<file path="config.mk">
export PLATFORM = sky130hd
export DESIGN_NAME = dac_serial_writer
export DESIGN_NICKNAME = d
export VERILOG_FILES = /design/src/rtl/dacw_pkg.sv /design/src/rtl/dacw_timer.sv /design/src/rtl/dacw_shifter.sv /design/src/rtl/dacw_seq.sv /design/src/rtl/dac_serial_writer.sv
export SDC_FILE = /design/constraint.sdc
export NUM_CORES = 1
export LEC_CHECK = 0
export ABC_CLOCK_PERIOD_IN_PS = 2100
export BUFFER_PORTS_ARGS = -buffer_cell sky130_fd_sc_hd__buf_2
export CELL_PAD_IN_SITES_DETAIL_PLACEMENT = 1
export CELL_PAD_IN_SITES_GLOBAL_PLACEMENT = 2
export CORE_MARGIN = 3
export CORE_UTILIZATION = 32
export DETAILED_ROUTE_END_ITERATION = 16
export GPL_TIMING_DRIVEN = 0
export PLACE_DENSITY = 0.85
export SYNTH_ARGS = -nofsm -noshare
export SYNTH_HDL_FRONTEND = slang
export SYNTH_HIERARCHICAL = 1
export SYNTH_SLANG_ARGS = --single-unit
</file>
<file path="constraint.sdc">
create_clock -name clk -period 2.1 [get_ports clk]
set_input_delay 0.42 -clock clk [delete_from_list [all_inputs] [get_ports clk]]
set_output_delay 0.42 -clock clk [all_outputs]
set_load 0.1 [all_outputs]
</file>
<file path="src/rtl/dacw_pkg.sv">
`timescale 1ns/1ps
package dacw_pkg;

  typedef enum logic [2:0] {
    ST_IDLE  = 3'd0,
    ST_SETUP = 3'd1,
    ST_LOW   = 3'd2,
    ST_HIGH  = 3'd3,
    ST_RECOV = 3'd4
  } dacw_state_t;

  function automatic int ceil_div(input int num, input int den);
    return (num + den - 1) / den;
  endfunction

  function automatic int max_int(input int a, input int b);
    return (a > b) ? a : b;
  endfunction

  // One serial clock phase: half the minimum period, the phase width,
  // and (because data moves on the opposite edge) data setup and hold.
  function automatic int half_cycles(input int clk_ps, input int period_ps,
                                     input int phase_ps, input int dsu_ps,
                                     input int dh_ps);
    int h;
    h = ceil_div(period_ps, 2 * clk_ps);
    h = max_int(h, ceil_div(phase_ps, clk_ps));
    h = max_int(h, ceil_div(dsu_ps, clk_ps));
    h = max_int(h, ceil_div(dh_ps, clk_ps));
    return max_int(h, 1);
  endfunction

  // Strobe-low to first falling edge; first bit is launched with the strobe.
  function automatic int lead_cycles(input int clk_ps, input int sync_su_ps,
                                     input int dsu_ps);
    return max_int(1, max_int(ceil_div(sync_su_ps, clk_ps),
                              ceil_div(dsu_ps, clk_ps)));
  endfunction

  // Strobe-high hold-off before the block may start a new frame.
  function automatic int recov_cycles(input int clk_ps, input int high_ps,
                                      input int ignore_ps);
    return max_int(1, max_int(ceil_div(high_ps, clk_ps),
                              ceil_div(ignore_ps, clk_ps)));
  endfunction

endpackage

</file>
<file path="src/rtl/dacw_timer.sv">
`timescale 1ns/1ps
module dacw_timer #(
  parameter int CNT_W = 3
) (
  input  logic             clk,
  input  logic             rst,
  input  logic             load,
  input  logic [CNT_W-1:0] load_val,
  output logic             done
);
  logic [CNT_W-1:0] cnt;

  always_ff @(posedge clk) begin
    if (rst)                cnt <= '0;
    else if (load)          cnt <= load_val - CNT_W'(1);
    else if (cnt != '0)     cnt <= cnt - CNT_W'(1);
  end

  assign done = (cnt == '0);

  assert_timer_step_R3: assert property (@(posedge clk) disable iff (rst)
    (!load && cnt != '0) |=> (cnt == $past(cnt) - CNT_W'(1)));
endmodule

</file>
<file path="src/rtl/dacw_shifter.sv">
`timescale 1ns/1ps
module dacw_shifter #(
  parameter int WORD_W = 16
) (
  input  logic              clk,
  input  logic              rst,
  input  logic              load,
  input  logic              shift,
  input  logic              clear,
  input  logic [WORD_W-1:0] din,
  output logic              sdo
);
  logic [WORD_W-1:0] sh;

  always_ff @(posedge clk) begin
    if (rst || clear) sh <= '0;
    else if (load)    sh <= din;
    else if (shift)   sh <= {sh[WORD_W-2:0], 1'b0};
  end

  assign sdo = sh[WORD_W-1];

  assert_msb_first_R2: assert property (@(posedge clk) disable iff (rst)
    (load && !clear) |=> (sdo == $past(din[WORD_W-1])));
endmodule

</file>
<file path="src/rtl/dacw_seq.sv">
`timescale 1ns/1ps
module dacw_seq
  import dacw_pkg::*;
#(
  parameter int WORD_W    = 16,
  parameter int CNT_W     = 3,
  parameter int HALF_CYC  = 5,
  parameter int LEAD_CYC  = 3,
  parameter int RECOV_CYC = 5
) (
  input  logic             clk,
  input  logic             rst,
  input  logic             in_valid,
  output logic             ready,
  input  logic             tmr_done,
  output logic             tmr_load,
  output logic [CNT_W-1:0] tmr_val,
  output logic             sh_load,
  output logic             sh_shift,
  output logic             sh_clear,
  output logic             sync_n,
  output logic             sclk
);
  localparam int BIT_W = $clog2(WORD_W);
  localparam int FC_W  = $clog2(WORD_W + 1);

  dacw_state_t      state;
  logic [BIT_W-1:0] bits_left;
  logic             accept, last_bit;
  logic             fall_evt, rise_evt, frame_end;
  logic [FC_W-1:0]  fall_cnt;

  assign ready     = (state == ST_IDLE);
  assign accept    = in_valid && ready;
  assign last_bit  = (bits_left == '0);
  assign fall_evt  = tmr_done && (state == ST_SETUP || state == ST_HIGH);
  assign rise_evt  = tmr_done && (state == ST_LOW);
  assign frame_end = rise_evt && last_bit;

  always_comb begin
    tmr_load = 1'b0;
    tmr_val  = '0;
    sh_load  = 1'b0;
    sh_shift = 1'b0;
    sh_clear = 1'b0;
    case (state)
      ST_IDLE: if (accept) begin
        tmr_load = 1'b1;
        tmr_val  = CNT_W'(LEAD_CYC);
        sh_load  = 1'b1;
      end
      ST_SETUP, ST_HIGH: if (tmr_done) begin
        tmr_load = 1'b1;
        tmr_val  = CNT_W'(HALF_CYC);
      end
      ST_LOW: if (tmr_done) begin
        tmr_load = 1'b1;
        if (last_bit) begin
          tmr_val  = CNT_W'(RECOV_CYC);
          sh_clear = 1'b1;
        end else begin
          tmr_val  = CNT_W'(HALF_CYC);
          sh_shift = 1'b1;
        end
      end
      default: ;
    endcase
  end

  always_ff @(posedge clk) begin
    if (rst) begin
      state     <= ST_IDLE;
      sync_n    <= 1'b1;
      sclk      <= 1'b1;
      bits_left <= '0;
    end else begin
      case (state)
        ST_IDLE: if (accept) begin
          state     <= ST_SETUP;
          sync_n    <= 1'b0;
          bits_left <= BIT_W'(WORD_W - 1);
        end
        ST_SETUP, ST_HIGH: if (tmr_done) begin
          state <= ST_LOW;
          sclk  <= 1'b0;
        end
        ST_LOW: if (tmr_done) begin
          sclk <= 1'b1;
          if (last_bit) begin
            state  <= ST_RECOV;
            sync_n <= 1'b1;
          end else begin
            state     <= ST_HIGH;
            bits_left <= bits_left - BIT_W'(1);
          end
        end
        ST_RECOV: if (tmr_done) state <= ST_IDLE;
        default: state <= ST_IDLE;
      endcase
    end
  end

  // Independent count of falling edges, used only to check frame length.
  always_ff @(posedge clk) begin
    if (rst || accept) fall_cnt <= '0;
    else if (fall_evt) fall_cnt <= fall_cnt + FC_W'(1);
  end

  assert_bits_per_frame_R9: assert property (@(posedge clk) disable iff (rst)
    frame_end |-> (fall_cnt == FC_W'(WORD_W)));
  assert_idle_clock_high_R6: assert property (@(posedge clk) disable iff (rst)
    sync_n |-> sclk);
  assert_busy_not_ready_R8: assert property (@(posedge clk) disable iff (rst)
    !sync_n |-> !ready);
  assert_accept_starts_R4: assert property (@(posedge clk) disable iff (rst)
    accept |=> (!sync_n && sclk));
endmodule

</file>
<file path="src/rtl/dac_serial_writer.sv">
`timescale 1ns/1ps
module dac_serial_writer
  import dacw_pkg::*;
#(
  parameter int CLK_PERIOD_PS      = 4000,
  parameter int WORD_W             = 16,
  parameter int SCLK_PERIOD_MIN_PS = 33000,
  parameter int SCLK_PHASE_MIN_PS  = 5000,
  parameter int LEAD_MIN_PS        = 10000,
  parameter int DATA_SETUP_MIN_PS  = 5000,
  parameter int DATA_HOLD_MIN_PS   = 4500,
  parameter int SYNC_HIGH_MIN_PS   = 20000,
  parameter int IGNORE_WIN_PS      = 13000
) (
  input  logic              clk,
  input  logic              rst,
  input  logic [WORD_W-1:0] word_in,
  input  logic              word_valid,
  output logic              word_ready,
  output logic              dac_sync_n,
  output logic              dac_sclk,
  output logic              dac_sdata
);
  localparam int HALF_CYC  = half_cycles(CLK_PERIOD_PS, SCLK_PERIOD_MIN_PS,
                                         SCLK_PHASE_MIN_PS, DATA_SETUP_MIN_PS,
                                         DATA_HOLD_MIN_PS);
  localparam int LEAD_CYC  = lead_cycles(CLK_PERIOD_PS, LEAD_MIN_PS,
                                         DATA_SETUP_MIN_PS);
  localparam int RECOV_CYC = recov_cycles(CLK_PERIOD_PS, SYNC_HIGH_MIN_PS,
                                          IGNORE_WIN_PS);
  localparam int MAX_CYC   = max_int(HALF_CYC, max_int(LEAD_CYC, RECOV_CYC));
  localparam int CNT_W     = max_int(1, $clog2(MAX_CYC + 1));

  logic             tmr_load, tmr_done;
  logic [CNT_W-1:0] tmr_val;
  logic             sh_load, sh_shift, sh_clear;

  dacw_seq #(
    .WORD_W(WORD_W), .CNT_W(CNT_W), .HALF_CYC(HALF_CYC),
    .LEAD_CYC(LEAD_CYC), .RECOV_CYC(RECOV_CYC)
  ) u_seq (
    .clk(clk), .rst(rst), .in_valid(word_valid), .ready(word_ready),
    .tmr_done(tmr_done), .tmr_load(tmr_load), .tmr_val(tmr_val),
    .sh_load(sh_load), .sh_shift(sh_shift), .sh_clear(sh_clear),
    .sync_n(dac_sync_n), .sclk(dac_sclk)
  );

  dacw_timer #(.CNT_W(CNT_W)) u_timer (
    .clk(clk), .rst(rst), .load(tmr_load), .load_val(tmr_val), .done(tmr_done)
  );

  dacw_shifter #(.WORD_W(WORD_W)) u_shift (
    .clk(clk), .rst(rst), .load(sh_load), .shift(sh_shift), .clear(sh_clear),
    .din(word_in), .sdo(dac_sdata)
  );

  assert_data_still_while_low_R5: assert property (@(posedge clk) disable iff (rst)
    !dac_sclk |=> (dac_sclk || $stable(dac_sdata)));
  assert_data_low_idle_R10: assert property (@(posedge clk) disable iff (rst)
    dac_sync_n |-> !dac_sdata);
endmodule

</file>
==> impl_metrics.py, run 1 <==
metrics = {
    "synth": {
        "ys_ff_latch": 28,
        "ys_seq_area_share_pct": 37.8,
        "synth_top_area_share_pct": 37.8,
        "ys.flop_type": "dfxtp_1",
        "yosysMostFrequentCell": "dfxtp_1",
        "yosysWarnings": 6,
        "synth_commonest_cells": "28 x dfxtp_1, 15 x nand2b_1, 15 x o211a_1",
        "syn_area_sq_mm": 0.00148,
        "yosysTopAreaCell": "dfxtp_1",
        "synth-async-reset-ratio_pct": 0,
        "synthTopCellsByArea": "dfxtp_1 38%, o211a_1 10%, mux2_4 9.1%",
        "syn_nets": 159,
        "synth_cell_types": 39,
        "synth_top_family_by_area": "simple AND/OR/NAND/NOR gates",
        "synth-xor-area-share_pct": 1.18,
        "yosys.area_share.simple_pct": 19.8,
        "syn_area_per_cell_sq_um": 10.8,
        "synth_edf_count": 0,
        "postSynthCellCount": 138,
        "muxShareOfSynthArea_pct": 15.7,
        "synth-compound-area-share_pct": 17.1,
        "synth_fa_ha_area_share_pct": 1.69,
    },
    "global_routing": {
        "grt_overflow": 0,
        "grt_max_degree": 17,
        "grt_usage_pct": 13.4,
        "antenna_found_initial": 0,
        "grt_pass1_vias": 1236,
        "grt_pass1_wl_um": 5680,
    },
    "critical_path": {
        "critPathKind": "reg2reg",
        "r2r_cells": 7,
        "cp-start-kind": "register",
        "crit_start": "u_seq/state[0]",
        "r2r-start": "u_seq/state[0]",
        "crit_path_max_fanout": 8,
        "end_kind": "register",
        "ff2ff_setup_slack_ps": 80,
        "reg2reg_to": "u_timer/cnt[2]",
        "crit_required_ps": 2330,
        "arrival_ps": 2240,
    },
    "hold_path": {
        "whs_endpoint": "u_shift/sh[0]",
        "worstHoldPathCells": 3,
        "hold_start": "word_in[0]",
        "min_path_type": "in2reg",
    },
    "power": {
        "irDropWorstVdd_v": 0.000483,
        "power.total_mw": 2.14,
        "power_density_mw_per_mm2": 1210,
        "p_leak_nw": 0.853,
    },
    "clock_tree": {
        "cts_tree": "done",
        "root_buffer": "clkbuf_8",
        "clk_latency_ps": 280,
        "htree_levels": 1,
        "clock-sinks": 28,
        "ctsHoldBuffers": 0,
        "path_clk_slew_ps": 90,
        "clock_path_buffers": 2,
        "cts_buffers": 3,
    },
    "detailed_routing": {
        "vias_per_cell": 5.32,
        "vias": 1164,
        "drc": 0,
        "routedWlPerCell_um": 15.8,
        "dr.first_iter.drc_count": 58,
        "dr.pass1.iters": 4,
        "ant_nets": 0,
        "wl_um": 3470,
    },
    "place": {
        "dpl_cell_area_sq_mm": 0.00167,
        "dp_slack_ps": -256,
        "gp_congestion": 0.783,
        "placedCellCount": 212,
        "dp_hpwl_um": 2580,
        "port_buffers": 22,
    },
    "layout": {
        "stdcell_area_sq_mm": 0.00177,
        "area_growth_pct": 19.2,
        "fillerInstances": 508,
        "regArea_sq_um": 568,
        "finalNonFillerCells": 219,
        "antenna_cells": 0,
        "layout.nets": 190,
        "layout-drive-gt1-share_pct": 43.1,
        "multi_input_area_sq_um": 856,
    },
    "floorplan": {
        "fp.dieH_um": 74.1,
        "start_util_pct": 33.6,
        "io_pins": 23,
        "row_count": 24,
        "fp.dieW_um": 74.1,
        "die_area_sq_mm": 0.00549,
        "core_sq_mm": 0.00441,
    },
    "timing": {
        "rsz0062_at_grt": "true",
        "post-route-period-util_pct": 96.0,
        "max_freq_mhz": 496,
        "hold_viol": 0,
        "slew_violations": 0,
        "fin_ws_ps": 84.8,
        "worstMarginPinSlew_ps": 480,
        "slew-limit-headroom_pct": 68.0,
        "finalClockSkew_ps": 2.25,
        "fin_crit_ps": 2020,
        "whs_ps": 383,
        "setup_viol": 0,
    },
    "run_status": {
        "status": "finished, final reports clean",
    },
    "run": {
        "maxCapViolations": 0,
    },
}
layout by cell type (no fill, tap or decap), drive strengths merged, types with 3 or more instances in the layout:
| cell | n |
|---|---|
| a211oi | 3 |
| buf | 33 |
| clkbuf | 5 |
| dfxtp | 28 |
| inv | 4 |
| mux2 | 15 |
| mux2i | 3 |
| nand2 | 5 |
| nand2b | 15 |
| nor2 | 3 |
| nor3 | 8 |
| nor3b | 3 |
| o211a | 15 |
| o21ai | 3 |
layer usage:
layer	up-vias	global-route usage, %	part of all wire [%]
met4	0	5.03	1.7
met5	-	0	0
li1	562	-	-
met1	583	15.6	42
met2	14	24.1	54
met3	5	2.70	2.7
worst max-delay path by stage:
stage | end | slack, ps | depth (start not counted)
after floorplan | u_shift/sh[10] | 30 | 8
after global placement | u_shift/sh[9] | -150 | 8
after detailed placement | u_shift/sh[3] | -260 | 8
after CTS | u_timer/cnt[2] | 0.8 | 7
after global routing | u_timer/cnt[2] | -80 | 9
final | u_timer/cnt[2] | 80 | 7
where the power goes:
group | leakage (nW) | internal [mW] | switching [mW] | total, mW
Clock | 0.0216 | 0.129 | 0.167 | 0.296
Combinational | 0.598 | 0.482 | 0.555 | 1.04
Sequential | 0.234 | 0.672 | 0.132 | 0.804
Total | 0.853 | 1.28 | 0.854 | 2.14
flip-flops by register name, indices dropped and copies added (netlist names):
name	cells
u_seq/state	3
u_seq/sclk	1
u_timer/cnt	3
u_seq/bits_left	4
u_shift/sh	16
u_seq/sync_n	1
per-stage QoR:
step                util [%]  TNS, ps
floorplan                  -        0
global placement        37.8    -1560
detailed placement      37.8    -3250
CTS                     39.3        0
global route            40.1    -84.6
finish                  40.1        0
worst max-delay path: stages (launching register included):
cell,delay [ps]
dfxtp_2,370
or4b_4,610
nand2_2,140
mux2i_1,240
ha_2,240
o21ai_0,100
mux2i_1,140
o21a_1,120
kinds of logic (layout without fill, tap and decap cells):
group	Yosys count	in the layout
compound gates	30	30
xor+xnor	2	2
buf+inv	14	43
flops	28	28
simple gates	44	44
fa+ha+maj	2	2
mux	18	18
area by class of cell:
cell class              count  area share, %
plain buffers               8           3.82
well taps                  52           3.68
flip-flops and latches     28           32.1
clock buffers               3           2.33
multi-input cells          96           48.4
inverters                   5           1.34
repair buffers             27           8.35
repair_timing:
| action | CTS | global route |
|---|---|---|
| pin swaps | 2 | 1 |
| resized for setup | 8 | 8 |
| buffers inserted | 3 | 2 |
| endpoints found under the setup margin | 18 | 16 |
No activity file was read; power rests on OpenSTA's default activity.
==> inputs of run 2 (changes only) <==
REMOVE_ABC_BUFFERS = 1   (was unset)
==> run 2 against run 1 <==
  * Critical path depth did not move
  * Worst hold slack better by 12 ps
  * Non-clock buffer count decreased by 8
  * Clock-buffer cell count up 1
  * Total power is 0.82% lower
  * Via count down 4.1%
  * Setup slack worse by 0.79 ps
  * Critical endpoint unchanged
  * Largest power group unchanged
  * Highest routed layer unchanged
==> impl_metrics.py, run 2 (synthesized netlist as in run 1, its figures left out) <==
metrics = {
    "place": {
        "port_buffers": 22,
        "dp_hpwl_um": 2200,
        "gp_congestion": 0.683,
        "dp_slack_ps": -453,
    },
    "global_routing": {
        "met1_usage_pct": 13.5,
        "grt_busiest_layer": "met2",
        "antenna_found_initial": 0,
        "grt_pass1_wl_um": 5290,
        "grt_usage_pct": 12.0,
        "grt_pass1_vias": 1241,
        "grt.met2_usage_pct": 22.6,
        "grt_max_degree": 37,
        "grt_overflow": 0,
        "grt_use_met3_pct": 3.24,
    },
    "floorplan": {
        "start_util_pct": 33.6,
        "core_sq_mm": 0.00441,
        "fp.dieH_um": 74.1,
        "die_area_sq_mm": 0.00549,
        "fp.dieW_um": 74.1,
        "io_pins": 23,
        "row_count": 24,
    },
    "timing": {
        "max_freq_mhz": 496,
        "hold_viol": 0,
        "fin_tns_setup_ps": 0,
        "setup_viol": 0,
        "slew-limit-headroom_pct": 56.7,
        "fin_ws_ps": 84.0,
        "worstMarginPinSlew_ps": 649,
        "finalClockSkew_ps": 2.87,
        "slew_violations": 0,
        "fin_crit_ps": 2020,
        "post-route-period-util_pct": 96.0,
        "whs_ps": 395,
    },
    "detailed_routing": {
        "dr.first_iter.drc_count": 39,
        "vias": 1116,
        "routedWlPerCell_um": 14.5,
        "drc": 0,
        "ant_nets": 0,
        "dr.pass1.iters": 4,
        "vias_per_cell": 5.26,
        "wl_um": 3080,
    },
    "hold_path": {
        "min_path_type": "in2reg",
        "worstHoldPathCells": 3,
    },
    "critical_path": {
        "crit_chain": "or4b_4 -> nand2_4 -> mux2i_2 -> ha_2 -> xnor2_1 -> a21oi_1 -> o21a_1",
        "critPathMaxStageDelay_ps": 580,
        "crit_path_max_fanout": 8,
        "cp_slowest_cell": "or4b_4",
        "end_kind": "register",
        "critPathKind": "reg2reg",
        "r2r_cells": 7,
        "crit_required_ps": 2270,
        "crit_family": "simple AND/OR/NAND/NOR gates",
        "cp_num_buf_inv": 0,
        "arrival_ps": 2190,
        "cp-start-kind": "register",
        "cp_num_cells": 7,
    },
    "clock_tree": {
        "clock-sinks": 28,
        "clock_path_buffers": 2,
        "cts_buffers": 3,
        "path_clk_slew_ps": 90,
        "cts_tree": "done",
        "htree_levels": 1,
        "ctsHoldBuffers": 0,
        "clk_latency_ps": 270,
        "root_buffer": "clkbuf_8",
    },
    "run_status": {
        "status": "finished, final reports clean",
    },
    "layout": {
        "final_common_cell": "dfxtp_1",
        "area_growth_pct": 17.5,
        "final_cell_mix": "27 x dfxtp_1, 22 x buf_2, 15 x nand2b_1, 15 x o211a_1, 9 x mux2_4",
        "antenna_cells": 0,
        "largest_reg_flops": 16,
        "regMostFlops": "u_shift/sh",
        "top_regs": "u_shift/sh: 16 flops, u_seq/bits_left: 4 flops",
        "layout-drive-gt1-share_pct": 39.4,
        "layout.nets": 182,
    },
    "power": {
        "irDropWorstVdd_v": 0.000368,
        "power_density_mw_per_mm2": 1220,
        "p_leak_nw": 0.826,
    },
    "run": {
        "maxCapViolations": 0,
    },
}
[run 2: metrics by stage]
step                instances  total power, mW  area (sq um)  utilization, %
floorplan                 129             1.49          1410               -
global placement          203             1.61          1580            35.9
detailed placement        204             1.69          1610            36.5
CTS                       210             2.08          1700            38.6
global route              212             2.27          1740            39.5
finish                    212             2.12          1740            39.5
[run 2: layout make-up]
class,count,area [sq um]
fill,513,2670
clock buffer,4,55.1
timing repair buffer,27,168
tap,52,65.1
inverter,5,23.8
sequential,28,562
multi-input combinational,96,871
[run 2: repair_timing]
| item | CTS | global route |
|---|---|---|
| pin swaps | 1 | 1 |
| gates resized for setup | 6 | 7 |
| buffers inserted | 2 | 2 |
| setup endpoints to repair | 20 | 2 |
[run 2: power breakdown]
group,switching (mW),internal (mW)
Sequential,0.125,0.665
Combinational,0.549,0.447
Clock,0.165,0.168
Total,0.839,1.28
[run 2: routing by layer]
metal	vias up	wire length [um]
li1	549	-
met1	541	1380
met2	24	1550
met3	2	132
met4	0	18
met5	-	0
[run 2: worst paths after layout]
kind             startpoint             end  slack [ps]
max          u_seq/state[1]  u_timer/cnt[2]          80
min              word_in[0]   u_shift/sh[0]         390
max reg2reg  u_seq/state[1]  u_timer/cnt[2]          80
min reg2reg      u_seq/sclk      u_seq/sclk         460
[run 2: worst register-to-register path, cell delays in order, from the launching register on]
cell and delay [ps]:
dfxtp_1 400, or4b_4 580, nand2_4 140, mux2i_2 240, ha_2 230, xnor2_1 120, a21oi_1 80, o21a_1 120
==> inputs of run 3 (changes only) <==
ABC_AREA = 1   (was unset)
CELL_PAD_IN_SITES_DETAIL_PLACEMENT = 0   (was 1)
CORE_UTILIZATION = 27   (was 32)
==> run 3 against run 2 <==
  * Sequential share of layout area down 0.39 points
  * Via count up 21%
  * Flip-flop and latch count unchanged
  * Critical path type is now reg2out
  * Clock skew up 4.4 ps
  * Critical path depth down 3
  * Total power up 23%
  * Die area up 20%
  * Clock-buffer cell count down 1
  * Clock power up 29%
  * Worst hold slack worse by 6.9 ps
==> impl_metrics.py, run 3 <==
metrics = {
    "layout": {
        "area_growth_pct": 16.0,
        "final_cell_mix": "82 x nand2_1, 35 x nand3_1, 32 x inv_1",
        "layout-drive-gt1-share_pct": 18.2,
        "largest_reg_flops": 16,
        "layout.nets": 275,
        "fillerInstances": 606,
        "regMostFlops": "u_shift/sh",
        "stdcell_area_sq_mm": 0.00176,
        "final_common_cell": "nand2_1",
        "top_regs": "u_shift/sh: 16 flops, u_seq/bits_left: 4 flops",
        "antenna_cells": 0,
    },
    "detailed_routing": {
        "vias": 1354,
        "drc": 0,
        "routedWlPerCell_um": 9.85,
        "vias_per_cell": 4.19,
        "ant_nets": 0,
        "wl_um": 3180,
        "dr.pass1.iters": 4,
        "dr.first_iter.drc_count": 96,
    },
    "hold_path": {
        "worstHoldPathCells": 3,
        "hold_start": "word_in[0]",
        "whs_endpoint": "u_shift/sh[0]",
        "min_path_type": "in2reg",
    },
    "synth": {
        "synth_edf_count": 0,
        "synth-xor-area-share_pct": 0.577,
        "synth_fa_ha_area_share_pct": 1.65,
        "synthTopCellsByArea": "dfxtp_1 37%, nand2_1 20%, nand3_1 12%",
        "synth-async-reset-ratio_pct": 0,
        "synth_commonest_cells": "82 x nand2_1, 35 x nand3_1, 34 x inv_1",
        "ys_ff_latch": 28,
        "syn_area_sq_mm": 0.00152,
        "ys_seq_area_share_pct": 36.9,
        "yosys.area_share.simple_pct": 41.6,
        "synth-compound-area-share_pct": 4.78,
        "yosysTopAreaCell": "dfxtp_1",
        "syn_area_per_cell_sq_um": 6.52,
        "synth_top_area_share_pct": 36.9,
        "ys.flop_type": "dfxtp_1",
        "yosysWarnings": 6,
        "synth_top_family_by_area": "simple AND/OR/NAND/NOR gates",
        "postSynthCellCount": 233,
        "yosysMostFrequentCell": "nand2_1",
        "synth_cell_types": 22,
        "muxShareOfSynthArea_pct": 0.659,
    },
    "critical_path": {
        "cp_slowest_cell": "buf_2",
        "arrival_ps": 1480,
        "cp_num_buf_inv": 2,
        "crit_required_ps": 1680,
        "ff2ff_setup_slack_ps": 240,
        "crit_start": "u_seq/state[0]",
        "critPathMaxStageDelay_ps": 430,
        "cp-start-kind": "register",
        "crit_chain": "nor2_2 -> nand2_1 -> inv_1 -> buf_2",
        "end_kind": "output port",
        "reg2reg_to": "u_timer/cnt[2]",
        "r2r_cells": 9,
        "critPathKind": "reg2out",
        "r2r-start": "u_timer/cnt[2]",
        "crit_path_max_fanout": 5,
        "crit_family": "buffers and inverters",
    },
    "place": {
        "gp_congestion": 0.758,
        "dpl_cell_area_sq_mm": 0.00165,
        "port_buffers": 22,
        "dp_hpwl_um": 2310,
    },
    "power": {
        "clockPowerShare_pct": 16.4,
        "irDropWorstVdd_v": 0.000413,
        "power_frac_seq_pct": 31.4,
        "p_comb_share_pct": 52.1,
        "p_leak_nw": 0.926,
        "swShare_pct": 47.6,
        "power_density_mw_per_mm2": 1480,
        "p_int_mw": 1.37,
        "power.switching_mw": 1.24,
    },
    "floorplan": {
        "core_sq_mm": 0.00527,
        "fp.dieW_um": 81.0,
        "io_pins": 23,
        "row_count": 26,
        "fp.dieH_um": 81.0,
        "start_util_pct": 28.8,
        "die_area_sq_mm": 0.00656,
    },
    "clock_tree": {
        "cts_tree": "done",
        "ctsHoldBuffers": 0,
        "clock-sinks": 28,
        "root_buffer": "clkbuf_8",
        "cts_buffers": 3,
        "clock_path_buffers": 2,
        "path_clk_slew_ps": 100,
        "clk_latency_ps": 280,
        "htree_levels": 1,
    },
    "global_routing": {
        "grt_max_degree": 19,
        "antenna_found_initial": 0,
        "grt_usage_pct": 10.7,
        "grt_overflow": 0,
        "grt_pass1_vias": 1269,
        "grt_pass1_wl_um": 5660,
    },
    "timing": {
        "setup_viol": 0,
        "slew-limit-headroom_pct": 57.9,
        "hold_viol": 0,
        "worstMarginPinSlew_ps": 631,
        "post-route-period-util_pct": 90.7,
        "finalClockSkew_ps": 7.30,
        "slew_violations": 0,
        "fin_crit_ps": 1900,
        "whs_ps": 388,
        "max_freq_mhz": 525,
    },
    "run_status": {
        "status": "finished, final reports clean",
    },
    "run": {
        "maxCapViolations": 0,
    },
}
[run 3: how the worst max path moves through the flow]
| stage | to | slack (ps) | depth (start not counted) |
|---|---|---|---|
| after floorplan | u_shift/sh[15] | -240 | 10 |
| after global placement | u_shift/sh[0] | -110 | 9 |
| after detailed placement | u_shift/sh[0] | -50 | 9 |
| after CTS | u_shift/sh[14] | 4 | 10 |
| after global routing | u_timer/cnt[2] | -20 | 12 |
| final | word_ready | 200 | 4 |
[run 3: stage by stage]
stage          util [%]  TNS (ps)  setup slack (ps)  instances  total power [mW]
2_1_floorplan         -     -3600              -241        225              1.89
3_3_place_gp       31.2      -918              -113        317              2.14
3_5_place_dp       31.2      -156             -52.0        317              2.14
4_1_cts            32.8         0              3.86        321              2.59
5_1_grt            33.4     -21.3             -21.3        323              2.87
6_report           33.4         0               195        323              2.61
[run 3: tightest hold or removal path: cells and delay by family]
family | cells | cell delay, ps
AOI/OAI and AO/OA | 1 | 60
and+or+nand+nor | 1 | 60
buffers and inverters | 1 | 90
[run 3: repair_timing]
action                     in CTS  in global routing
resized for setup               3                  6
setup endpoints to repair      17                 20
setup buffers                   0                  2
hold endpoints to repair        0                  0
[run 3: logic make-up (layout without fill, tap and decap cells)]
kind of cell	count (synthesis)	count (layout)
DFF	28	28
adders and majority gates	2	2
muxes	1	1
buffers and inverters	45	65
AOI/OAI and AO/OA	13	13
and+or+nand+nor	143	143
xor gates and xnor gates	1	1
[run 3: routing by layer]
metal | track usage (%) | wire length [um] | vias up
li1 | - | - | 757
met1 | 14.7 | 1650 | 580
met2 | 17.1 | 1400 | 15
met3 | 2.77 | 99 | 2
met4 | 2.03 | 31 | 0
met5 | 0 | 0 | -
[run 3: cell type report]
cell class,count,area (sq um),area share (%)
Multi-Input combinational cell,160,772,43.8
Sequential cell,28,561,31.8
Inverter,37,145,8.24
Timing Repair Buffer,24,125,7.10
Tap cell,70,87.6,4.97
Clock buffer,3,41.3,2.34
Clock inverter,1,30.0,1.70
[run 3: power groups by stage]
stage	clock network, mW	logic [mW]	registers [mW]
5_1_grt	0.462	1.57	0.844
3_5_place_dp	0	1.32	0.818
4_1_cts	0.444	1.33	0.811
6_report	0.429	1.36	0.818
2_1_floorplan	0	0.920	0.966
3_3_place_gp	0	1.33	0.817
